## src/rtl/ttb_pkg.sv

```systemverilog
package ttb_pkg;
  // byte offsets of the register port
  localparam logic [7:0] OFS_CTRL  = 8'h00;
  localparam logic [7:0] OFS_KICK  = 8'h01;
  localparam logic [7:0] OFS_CHEN  = 8'h02;
  localparam logic [7:0] OFS_IEN   = 8'h04;
  localparam logic [7:0] OFS_FLAG  = 8'h05;
  localparam logic [7:0] OFS_LOAD  = 8'h08;
  localparam logic [7:0] OFS_COUNT = 8'h10;
  localparam int         RUN_BIT   = 7;

  // upper-byte offset of a per-channel 16-bit pair; lower byte follows
  function automatic logic [7:0] pair_hi(input logic [7:0] base, input int ch);
    return base + 8'(2 * ch);
  endfunction

  function automatic logic [7:0] pair_lo(input logic [7:0] base, input int ch);
    return base + 8'(2 * ch + 1);
  endfunction
endpackage

```

## src/rtl/ttb_channel.sv

```systemverilog
module ttb_channel #(
  parameter int CNT_W = 16
) (
  input  logic             clk,
  input  logic             rst_n,
  input  logic             tick,
  input  logic             active,
  input  logic             load_evt,
  input  logic             wipe,
  input  logic             w1c,
  input  logic [CNT_W-1:0] load_val,
  output logic [CNT_W-1:0] cnt,
  output logic             flag,
  output logic             expire
);
  // next value of a running counter on a tick
  function automatic logic [CNT_W-1:0] step_down(input logic [CNT_W-1:0] c,
                                                 input logic [CNT_W-1:0] ld);
    return (c == '0) ? ld : c - CNT_W'(1);
  endfunction

  logic counting;
  assign counting = tick & active & ~load_evt;
  assign expire   = counting & (cnt == '0);

  always_ff @(posedge clk or negedge rst_n) begin
    if (!rst_n)        cnt <= '0;
    else if (load_evt) cnt <= load_val;
    else if (counting) cnt <= step_down(cnt, load_val);
  end

  always_ff @(posedge clk or negedge rst_n) begin
    if (!rst_n)      flag <= 1'b0;
    else if (wipe)   flag <= 1'b0;
    else if (expire) flag <= 1'b1;
    else if (w1c)    flag <= 1'b0;
  end

  assert_count_down_R3: assert property (@(posedge clk) disable iff (!rst_n)
    (counting && cnt != '0) |=> cnt == $past(cnt) - CNT_W'(1));
  assert_frozen_R10: assert property (@(posedge clk) disable iff (!rst_n)
    !(counting || load_evt) |=> $stable(cnt));
  assert_reload_on_expire_R4: assert property (@(posedge clk) disable iff (!rst_n)
    expire |=> cnt == $past(load_val));
  assert_flag_on_expire_R4: assert property (@(posedge clk) disable iff (!rst_n)
    (expire && !wipe) |=> flag);
  assert_load_copies_R5: assert property (@(posedge clk) disable iff (!rst_n)
    load_evt |=> cnt == $past(load_val));
  assert_wipe_clears_R7: assert property (@(posedge clk) disable iff (!rst_n)
    wipe |=> !flag);
  assert_idle_no_flag_R10: assert property (@(posedge clk) disable iff (!rst_n)
    (!active && !flag) |=> !flag);
endmodule

```

## src/rtl/ttb_regfile.sv

```systemverilog
module ttb_regfile
  import ttb_pkg::*;
#(
  parameter int NUM_CH = 4,
  parameter int CNT_W  = 16,
  parameter int ADDR_W = 5
) (
  input  logic                    clk,
  input  logic                    rst_n,
  input  logic                    bus_wr,
  input  logic [ADDR_W-1:0]       bus_addr,
  input  logic [7:0]              bus_wdata,
  output logic [7:0]              bus_rdata,
  input  logic [NUM_CH-1:0]       flags,
  input  logic [NUM_CH*CNT_W-1:0] cnt_flat,
  output logic                    run_en,
  output logic [NUM_CH-1:0]       ch_en,
  output logic [NUM_CH-1:0]       irq_en,
  output logic [NUM_CH*CNT_W-1:0] load_flat,
  output logic [NUM_CH-1:0]       load_evt,
  output logic [NUM_CH-1:0]       wipe,
  output logic [NUM_CH-1:0]       w1c
);
  localparam int HI_W = CNT_W - 8;

  logic [7:0] ofs;
  assign ofs = 8'(bus_addr);

  logic wr_ctrl, wr_kick, wr_chen, wr_ien, wr_flag;
  assign wr_ctrl = bus_wr && (ofs == OFS_CTRL);
  assign wr_kick = bus_wr && (ofs == OFS_KICK);
  assign wr_chen = bus_wr && (ofs == OFS_CHEN);
  assign wr_ien  = bus_wr && (ofs == OFS_IEN);
  assign wr_flag = bus_wr && (ofs == OFS_FLAG);

  logic [NUM_CH-1:0] wbits;
  assign wbits = bus_wdata[NUM_CH-1:0];

  // named events for the channels and the assertions
  logic run_rise, run_drop;
  assign run_rise = wr_ctrl & bus_wdata[RUN_BIT] & ~run_en;
  assign run_drop = wr_ctrl & ~bus_wdata[RUN_BIT];

  logic [NUM_CH-1:0] start_evt, kick_evt;
  assign start_evt = ({NUM_CH{wr_chen & run_en}} & wbits & ~ch_en)
                   | ({NUM_CH{run_rise}} & ch_en);
  assign kick_evt  = {NUM_CH{wr_kick & run_en}} & wbits & ch_en;
  assign load_evt  = start_evt | kick_evt;
  assign wipe      = {NUM_CH{run_drop}} | ({NUM_CH{wr_chen}} & ~wbits);
  assign w1c       = {NUM_CH{wr_flag}} & wbits;

  always_ff @(posedge clk or negedge rst_n) begin
    if (!rst_n) begin
      run_en <= 1'b0;
      ch_en  <= '0;
      irq_en <= '0;
    end else begin
      if (wr_ctrl) run_en <= bus_wdata[RUN_BIT];
      if (wr_chen) ch_en  <= wbits;
      if (wr_ien)  irq_en <= wbits;
    end
  end

  logic [CNT_W-1:0] load_q [NUM_CH];

  for (genvar g = 0; g < NUM_CH; g++) begin : g_load
    always_ff @(posedge clk or negedge rst_n) begin
      if (!rst_n) begin
        load_q[g] <= '0;
      end else if (bus_wr) begin
        if (ofs == pair_hi(OFS_LOAD, g)) load_q[g][CNT_W-1:8] <= bus_wdata[HI_W-1:0];
        if (ofs == pair_lo(OFS_LOAD, g)) load_q[g][7:0]       <= bus_wdata;
      end
    end
    assign load_flat[g*CNT_W +: CNT_W] = load_q[g];
  end

  logic unused_wdata;
  assign unused_wdata = ^bus_wdata;

  always_comb begin
    bus_rdata = 8'h00;
    if (ofs == OFS_CTRL) bus_rdata[RUN_BIT]    = run_en;
    if (ofs == OFS_CHEN) bus_rdata[NUM_CH-1:0] = ch_en;
    if (ofs == OFS_IEN)  bus_rdata[NUM_CH-1:0] = irq_en;
    if (ofs == OFS_FLAG) bus_rdata[NUM_CH-1:0] = flags;
    for (int i = 0; i < NUM_CH; i++) begin
      if (ofs == pair_hi(OFS_LOAD, i))  bus_rdata = 8'(load_q[i][CNT_W-1:8]);
      if (ofs == pair_lo(OFS_LOAD, i))  bus_rdata = load_q[i][7:0];
      if (ofs == pair_hi(OFS_COUNT, i)) bus_rdata = 8'(cnt_flat[i*CNT_W+8 +: HI_W]);
      if (ofs == pair_lo(OFS_COUNT, i)) bus_rdata = cnt_flat[i*CNT_W +: 8];
    end
  end

  assert_kick_reads_zero_R6: assert property (@(posedge clk) disable iff (!rst_n)
    (ofs == OFS_KICK) |-> bus_rdata == 8'h00);
  assert_chen_reserved_R6: assert property (@(posedge clk) disable iff (!rst_n)
    (ofs == OFS_CHEN) |-> (bus_rdata >> NUM_CH) == 8'h00);
  assert_start_only_when_off_R2: assert property (@(posedge clk) disable iff (!rst_n)
    (|start_evt) |-> ((start_evt & ch_en) == '0 || run_rise));
  assert_kick_needs_run_R5: assert property (@(posedge clk) disable iff (!rst_n)
    (|kick_evt) |-> run_en);
  assert_run_drop_clears_R10: assert property (@(posedge clk) disable iff (!rst_n)
    run_drop |=> flags == '0);
endmodule

```

## src/rtl/ttb_irq_merge.sv

```systemverilog
module ttb_irq_merge #(
  parameter int NUM_CH = 4
) (
  input  logic              clk,
  input  logic              rst_n,
  input  logic [NUM_CH-1:0] flags,
  input  logic [NUM_CH-1:0] irq_en,
  output logic              irq
);
  logic [NUM_CH-1:0] pending;
  assign pending = flags & irq_en;
  assign irq     = |pending;

  assert_irq_quiet_R9: assert property (@(posedge clk) disable iff (!rst_n)
    (flags == '0) |-> !irq);
  assert_irq_needs_enable_R9: assert property (@(posedge clk) disable iff (!rst_n)
    irq |-> (irq_en != '0));
endmodule

```

## src/rtl/tick_timer_bank.sv

```systemverilog
module tick_timer_bank #(
  parameter int NUM_CH = 4,
  parameter int CNT_W  = 16,
  parameter int ADDR_W = 5
) (
  input  logic              clk,
  input  logic              rst_n,
  input  logic              tick,
  input  logic              bus_wr,
  input  logic [ADDR_W-1:0] bus_addr,
  input  logic [7:0]        bus_wdata,
  output logic [7:0]        bus_rdata,
  output logic              irq
);
  logic                    run_en;
  logic [NUM_CH-1:0]       ch_en, irq_en, load_evt, wipe, w1c, flags, expire;
  logic [NUM_CH*CNT_W-1:0] load_flat, cnt_flat;

  ttb_regfile #(.NUM_CH(NUM_CH), .CNT_W(CNT_W), .ADDR_W(ADDR_W)) u_regs (
    .clk(clk), .rst_n(rst_n), .bus_wr(bus_wr), .bus_addr(bus_addr),
    .bus_wdata(bus_wdata), .bus_rdata(bus_rdata), .flags(flags),
    .cnt_flat(cnt_flat), .run_en(run_en), .ch_en(ch_en), .irq_en(irq_en),
    .load_flat(load_flat), .load_evt(load_evt), .wipe(wipe), .w1c(w1c)
  );

  for (genvar g = 0; g < NUM_CH; g++) begin : g_ch
    ttb_channel #(.CNT_W(CNT_W)) u_ch (
      .clk(clk), .rst_n(rst_n), .tick(tick), .active(run_en & ch_en[g]),
      .load_evt(load_evt[g]), .wipe(wipe[g]), .w1c(w1c[g]),
      .load_val(load_flat[g*CNT_W +: CNT_W]),
      .cnt(cnt_flat[g*CNT_W +: CNT_W]), .flag(flags[g]), .expire(expire[g])
    );
  end

  ttb_irq_merge #(.NUM_CH(NUM_CH)) u_irq (
    .clk(clk), .rst_n(rst_n), .flags(flags), .irq_en(irq_en), .irq(irq)
  );

  assert_flag_needs_run_R10: assert property (@(posedge clk) disable iff (!rst_n)
    !run_en |=> (flags == '0 || $past(run_en)));
  assert_expire_needs_tick_R4: assert property (@(posedge clk) disable iff (!rst_n)
    (|expire) |-> tick);
endmodule

```

## config.mk

```make
export PLATFORM = sky130hd
export DESIGN_NAME = tick_timer_bank
export DESIGN_NICKNAME = d
export VERILOG_FILES = /design/src/rtl/ttb_pkg.sv /design/src/rtl/ttb_channel.sv /design/src/rtl/ttb_regfile.sv /design/src/rtl/ttb_irq_merge.sv /design/src/rtl/tick_timer_bank.sv
export SDC_FILE = /design/constraint.sdc
export NUM_CORES = 1
export LEC_CHECK = 0
export BUFFER_PORTS_ARGS = -buffer_cell sky130_fd_sc_hd__buf_2
export CORE_ASPECT_RATIO = 2
export CORE_MARGIN = 4
export CORE_UTILIZATION = 40
export CTS_BUF_LIST = sky130_fd_sc_hd__clkbuf_4 sky130_fd_sc_hd__clkbuf_8
export CTS_CLUSTER_DIAMETER = 60
export DETAILED_ROUTE_END_ITERATION = 16
export GPL_TIMING_DRIVEN = 1
export PLACE_DENSITY = 0.59
export SLEW_MARGIN = 20
export SYNTH_ARGS = -nofsm -noshare
export SYNTH_HDL_FRONTEND = slang
export SYNTH_SLANG_ARGS = --single-unit
```

## constraint.sdc

```tcl
create_clock -name clk -period 3.3 [get_ports clk]
set_input_delay 0.33 -clock clk [delete_from_list [all_inputs] [get_ports clk]]
set_output_delay 0.33 -clock clk [all_outputs]
set_load 0.01 [all_outputs]
```

==> results.tsv, run 1 <==
stage	metric	value	unit
run_status	status	completed	
placed_design	GP Congestion	0.9930	
grt	Total GRT Usage	27.91	%
synthesis	Syn Std Cell Area	8875	um2
die	initial core utilization	40.93	%
timing	final hold violations	0	
cts	clock transition at the registers of the reported paths	0.09	ns
die	Ports	26	
detailed_routing	antenna-violating nets left	0	
timing	worst hold slack	0.1516	ns
worst_setup_path	WS Path Type	reg -> out	
synthesis	Syn Nets	1040	
synthesis	most common cell in the netlist	dfrtp_1	
grt	number of global-route vias before repair	8573	
cells_and_area	fin cells	1330	
timing	part of the cycle the worst path needs	85.60	%
timing	Slew HR	20.34	%
detailed_routing	drt via density	6.447	
run	Max-cap violations	0	
cts	Inserted Clock Buffers	17	
detailed_routing	WL per Instance	25.34	um
cts	Clock Tree Buf Depth	2	
placed_design	I/O Buffers	25	
placed_design	post-DP HPWL	25.25	mm
worst_setup_path	crit start category	flip-flop	
detailed_routing	WL final	33.70	mm
detailed_routing	initial DRC count	945	
cts	CTS tree	built	
grt	pin count of the biggest net entering global routing	65	
synthesis	top cells by area, synth	dfrtp_1, mux2_2, o21ai_0	
cells_and_area	final-stage net count	1069	
grt	grt total ovfl	0	
grt	initial antenna violation count	0	
worst_setup_path	CP max FO	3	
timing	setup TNS	0	ns
power	Max VDD drop	341.4	uV
die	area of the die	24780	um2
timing	Final Max Slew Viols	0	
die	die height	218.7	um
detailed_routing	first drt pass iteration count	8	
synthesis	number of synthesized register bits	141	
cells_and_area	FF/Latch Area	3528	um2
cts	H-tree levels	4	
timing	RSZ-0062 raised after global routing	no	
synthesis	library cells used by synthesis	74	
power	PD cells	595.2	nW/um2
power	leakage power	0.004159	uW
synthesis	yosys synthesis warning count	0	
cells_and_area	# diodes	0	
cts	CTS sink cnt	141	
timing	Max Clock Freq	354.0	MHz
synthesis	Avg Inst Size Synth	8.744	um2
die	# rows	76	
timing	clock skew	0.01289	ns
synthesis	number of flops mapped to enable cells by yosys	0	
timing	minimum clock period	2.825	ns
cts	Hold Buf Count CTS	1	
cells_and_area	FILL cells	2222	
detailed_routing	Post-route DRC	0	
cells_and_area	Multi-input gate area	4966	um2
worst_setup_path	Worst EP arrival	2.49	ns
cts	clk_lat worst skew	0.51	ns
synthesis	ys async rst share	100.0	%
detailed_routing	via count	8575	
timing	final setup fails	0	
cts	Post-CTS Setup Bufs	0	
cts	clock root cell	clkbuf_8	
synthesis	cell taking the most area after synthesis	dfrtp_1	
synthesis	Synth top area share	39.76	%
cells_and_area	fraction of layout cells with a size suffix above 1	19.58	%
synthesis	most instantiated cells after synthesis	dfrtp_1, o21ai_0, a21oi_1	
cells_and_area	area delta synth->final	11.70	%
worst_setup_path	crit end category	primary output	
worst_setup_path	required time worst endpoint	2.97	ns
worst_setup_path	flop-to-flop setup slack	0.53	ns
grt	first-pass GRT wire length	51.45	mm
timing	Least-Margin Pin Slew	1.195	ns
synthesis	Synth Flop Type	dfrtp_1	
synthesis	Seq/Total Area, Yosys	39.76	%
die	core area	21680	um2
placed_design	DP Cell Count	1297	
synthesis	Syn Inst Count	1015	
die	die width	113.3	um
worst_hold_path	Min-Delay Path Class	in -> reg	
cts	CTS resizes	0	
-- sequential cells by signal, summed over array words and instances, names as in the netlist --
register and flops:
u_regs.run_en 1, g_ch.u_ch.flag 4, u_regs.ch_en 4, u_regs.load_flat 64, u_regs.irq_en 4, g_ch.u_ch.cnt 64
-- path summary, 6_finish.rpt --
kind                                      from                   end  cells past startpoint
max                          g_ch[3].u_ch.flag          bus_rdata[3]                      7
min                               bus_wdata[7]  u_regs.load_flat[23]                      2
max reg2reg                g_ch[3].u_ch.cnt[0]  g_ch[3].u_ch.cnt[12]                      8
min reg2reg                u_regs.load_flat[7]   u_regs.load_flat[7]                      2
max in group asynchronous                rst_n  u_regs.load_flat[55]                      3
min in group asynchronous                rst_n      u_regs.irq_en[0]                      2
-- per-stage QoR --
stage / worst slack (ns) / total power [uW] / instance area [um2] / util [%]
after floorplan: 0.9654 / 3591 / 8875 / -
after global placement: 0.4946 / 4377 / 9485 / 43.75
after detailed placement: 0.4849 / 4400 / 9485 / 43.75
after CTS: 0.4775 / 5906 / 9913 / 45.72
after global routing: 0.3292 / 6215 / 9913 / 45.72
final: 0.4753 / 5900 / 9913 / 45.72
-- placed cells by master, fill, tap and decap left out, types with 10 or more instances in the layout --
cell,n
inv_1,21
nand2_1,76
nand3_1,42
nand4_1,12
mux2_2,67
a22oi_1,16
a31oi_1,13
buf_2,24
nor2_1,80
buf_4,50
clkbuf_8,17
a21oi_1,103
nor3_1,23
o21ai_0,110
nor2b_1,10
nor4_1,23
dfrtp_1,141
-- power breakdown --
part | internal [uW] | leakage (uW) | total, uW | switching [uW]
Clock | 764 | 0.000199 | 1490 | 728
Sequential | 2060 | 0.00183 | 2570 | 516
Combinational | 727 | 0.00213 | 1830 | 1110
Total | 3550 | 0.00416 | 5900 | 2350
-- cell type report --
class                      count  share of cell area [%]
timing repair buffer          79                   5.818
clock buffer                  19                   2.512
inverter                      22                  0.8330
tap                          273                   3.446
sequential                   141                   35.59
multi-input combinational    783                   50.09
clock inverter                13                   1.704
-- kinds of logic after synthesis --
| logic type | Yosys count | share of synthesized area [%] |
|---|---|---|
| flip-flops | 141 | 39.76 |
| multiplexers | 70 | 8.840 |
| AO/OA/AOI/OAI | 354 | 24.98 |
| buffers and inverters | 91 | 4.469 |
| AND/OR/NAND/NOR | 351 | 20.82 |
| adder cells (fa/ha/maj) | 8 | 1.128 |
-- worst max-delay path, stage by stage, from the launching register on --
cell and delay (ns):
dfrtp_1 0.40, mux2i_1 0.34, nor3b_1 0.11, o41ai_1 0.48, a22oi_1 0.14, o21ai_0 0.24, a21oi_1 0.12, buf_2 0.16
-- routing by layer --
metal  vias to the layer above  wire, um  GRT usage (%)
met5                         -         0              0
met1                      4228     11420          28.29
met2                       343     17750          49.76
met4                         0      2930          21.70
li1                       3873         -              -
met3                       131      1596          4.738
No activity file was read; power rests on OpenSTA's default activity.
==> inputs of run 2 (changes only) <==
--- a/config.mk
+++ b/config.mk
@@ -9,10 +9,10 @@
 export CORE_ASPECT_RATIO = 2
 export CORE_MARGIN = 4
-export CORE_UTILIZATION = 40
+export CORE_UTILIZATION = 45
 export CTS_BUF_LIST = sky130_fd_sc_hd__clkbuf_4 sky130_fd_sc_hd__clkbuf_8
 export CTS_CLUSTER_DIAMETER = 60
 export DETAILED_ROUTE_END_ITERATION = 16
 export GPL_TIMING_DRIVEN = 1
-export PLACE_DENSITY = 0.59
+export PLACE_DENSITY = 0.65
 export SLEW_MARGIN = 20
 export SYNTH_ARGS = -nofsm -noshare
==> constraint.sdc (replaced) <==
create_clock -name clk -period 3.3 [get_ports clk]
set_input_delay 0.33 -clock clk [delete_from_list [all_inputs] [get_ports clk]]
set_output_delay 0.33 -clock clk [all_outputs]
set_load 0.1 [all_outputs]
==> run 2 against run 1 <==
Worst setup slack got worse by 0.10 ns. Non-clock buffer count down 3. Final area grew 0.78%. Critical endpoint is now bus_rdata[0]. Die area is 11% lower. Largest cell class unchanged. Global-route usage grew 3.4 points. Sequential power rose by 2%.
==> results.tsv, run 2 (synthesis gave the netlist of run 1 again) <==
stage	metric	value	unit	change
worst_setup_path	Worst path depth	9		was 7
cells_and_area	fin cells	1314		was 1,330
cts	clock transition at the registers of the reported paths	0.09	ns	about the same
detailed_routing	drt via density	6.538		was 6.447
placed_design	I/O Buffers	25		unchanged
cells_and_area	utilization after layout	51.58	%	was 45.72%
worst_hold_path	Min-Delay Path Class	in -> reg		unchanged
detailed_routing	WL per Instance	25.58	um	was 25.34 um
run	Max-cap violations	0		unchanged
timing	minimum clock period	2.928	ns	was 2.825 ns
worst_setup_path	WS Path Type	in -> out		was reg -> out
timing	part of the cycle the worst path needs	88.72	%	was 85.60%
timing	Least-Margin Pin Slew	0.9736	ns	was 1.195 ns
timing	final setup fails	0		unchanged
cts	clk_lat worst skew	0.48	ns	was 0.51 ns
cts	H-tree levels	4		unchanged
placed_design	DP Area	9592	um2	was 9485 um2
die	Ports	26		unchanged
detailed_routing	WL final	33.61	mm	was 33.70 mm
die	# rows	72		was 76
worst_setup_path	critical path's top delay family	simple AND/OR/NAND/NOR gates		was compound AO/OA/AOI/OAI gates
cts	Clock Tree Buf Depth	2		unchanged
cells_and_area	final-stage net count	1066		was 1,069
cts	Hold Buf Count CTS	1		unchanged
cells_and_area	Finished Cell Area	9991	um2	was 9913 um2
detailed_routing	first drt pass iteration count	5		was 8
worst_setup_path	required time worst endpoint	2.97	ns	about the same
cells_and_area	fraction of layout cells with a size suffix above 1	19.83	%	was 19.58%
worst_setup_path	crit start category	primary input		was flip-flop
power	leakage power	0.004168	uW	was 0.004159 uW
power	PD cells	585.9	nW/um2	was 595.2 nW/um2
grt	pin count of the biggest net entering global routing	77		was 65
cts	Inserted Clock Buffers	17		unchanged
grt	grt total ovfl	0		unchanged
grt	first-pass GRT wire length	51.18	mm	was 51.45 mm
detailed_routing	Post-route DRC	0		unchanged
placed_design	post-DP HPWL	25.29	mm	was 25.25 mm
timing	final hold violations	0		unchanged
die	die height	206.6	um	was 218.7 um
worst_setup_path	crit-path cells	buf_2 -> buf_4 -> or3b_2 -> nor3_1 -> a22o_1 -> a221oi_1 -> and3_1 -> a31oi_2 -> buf_12		was mux2i_1 -> nor3b_1 -> o41ai_1 -> a22oi_1 -> o21ai_0 -> a21oi_1 -> buf_2
worst_setup_path	CP max FO	18		was 3
die	initial core utilization	45.82	%	was 40.93%
grt	number of global-route vias before repair	8436		was 8,573
worst_hold_path	worst hold path cell count	2		unchanged
detailed_routing	initial DRC count	571		was 945
worst_setup_path	Worst EP arrival	2.60	ns	was 2.49 ns
detailed_routing	via count	8591		was 8,575
worst_setup_path	crit end category	primary output		unchanged
timing	Max Clock Freq	341.6	MHz	was 354.0 MHz
cts	Post-CTS Setup Bufs	0		unchanged
die	area of the die	22170	um2	was 24,780 um2
worst_setup_path	slowest CP cell	or3b_2		was o41ai_1
placed_design	GP Congestion	1.008		was 0.9930
timing	final worst slack	0.3722	ns	was 0.4753 ns
cts	clock root cell	clkbuf_8		unchanged
timing	Final Max Slew Viols	0		unchanged
worst_setup_path	max incr delay on CP	0.57	ns	was 0.48 ns
cells_and_area	area delta synth->final	12.58	%	was 11.70%
cts	CTS resizes	0		unchanged
placed_design	post-placement worst setup slack	0.4248	ns	was 0.4849 ns
timing	setup TNS	0	ns	unchanged
die	die width	107.3	um	was 113.3 um
timing	RSZ-0062 raised after global routing	no		unchanged
cts	CTS tree	built		unchanged
grt	Total GRT Usage	31.30	%	was 27.91%
cts	CTS sink cnt	141		unchanged
worst_setup_path	reg2reg path depth	9		was 8
die	core area	19370	um2	was 21,680 um2
timing	clock skew	0.01726	ns	was 0.01289 ns
placed_design	DP Cell Count	1280		was 1,297
run_status	status	completed		unchanged
detailed_routing	antenna-violating nets left	0		unchanged
worst_setup_path	Buf/Inv on CP	3		was 1
cells_and_area	most common cell after layout, fill and taps aside	dfrtp_1		unchanged
power	Max VDD drop	285.4	uV	was 341.4 uV
timing	Slew HR	35.09	%	was 20.34%
grt	initial antenna violation count	0		unchanged
cells_and_area	most frequent cells in the layout	dfrtp_1, o21ai_0, a21oi_1		unchanged
## run 2: changes by cell type in the layout (fill, tap and decap cells not counted), sizes merged
cell      previous run  this run
buf                 78        75
bufinv               3         1
clkinv               7        10
clkinvlp             4         2
diode                0         1
inv                 21        22
## run 2: path summary, 6_finish.rpt
kind,to,slack [ns],startpoint
max,bus_rdata[0],0.37,bus_addr[4]
min,u_regs.load_flat[23],0.21,bus_wdata[7]
max reg2reg,g_ch[1].u_ch.cnt[0],0.52,g_ch[1].u_ch.cnt[0]
min reg2reg,g_ch[0].u_ch.cnt[13],0.52,g_ch[0].u_ch.cnt[13]
max in group asynchronous,u_regs.load_flat[16],2.01,rst_n
min in group asynchronous,u_regs.irq_en[3],0.47,rst_n
## run 2: stage by stage
step	hold slack, ns	total power, uW
floorplan	0.03441	3697
finish	0.2056	5853
global placement	0.4165	4437
detailed placement	0.4251	4473
CTS	0.1957	5849
global route	0.1901	6179
## run 2: report_power, final
part	switching, uW	internal [uW]
clock network	740	636
logic	1140	720
registers	553	2060
## run 2: cell type report
class / count / area (um2)
repair buffers: 76 / 674.4
inverters: 22 / 82.58
clock inverters: 13 / 117.6
multi-input cells: 783 / 5000
flip-flops and latches: 141 / 3528
well taps: 259 / 324.1
diodes: 1 / 2.502
fillers: 1854 / 9378
clock buffers: 19 / 261.5
## run 2: layer usage
layer / up-vias / GRT usage (%) / share of wire, %
met5: - / 0 / 0
met4: 0 / 26.61 / 9.8
met3: 134 / 3.890 / 4.3
met2: 373 / 54.32 / 51
met1: 4204 / 33.15 / 35
li1: 3880 / - / -
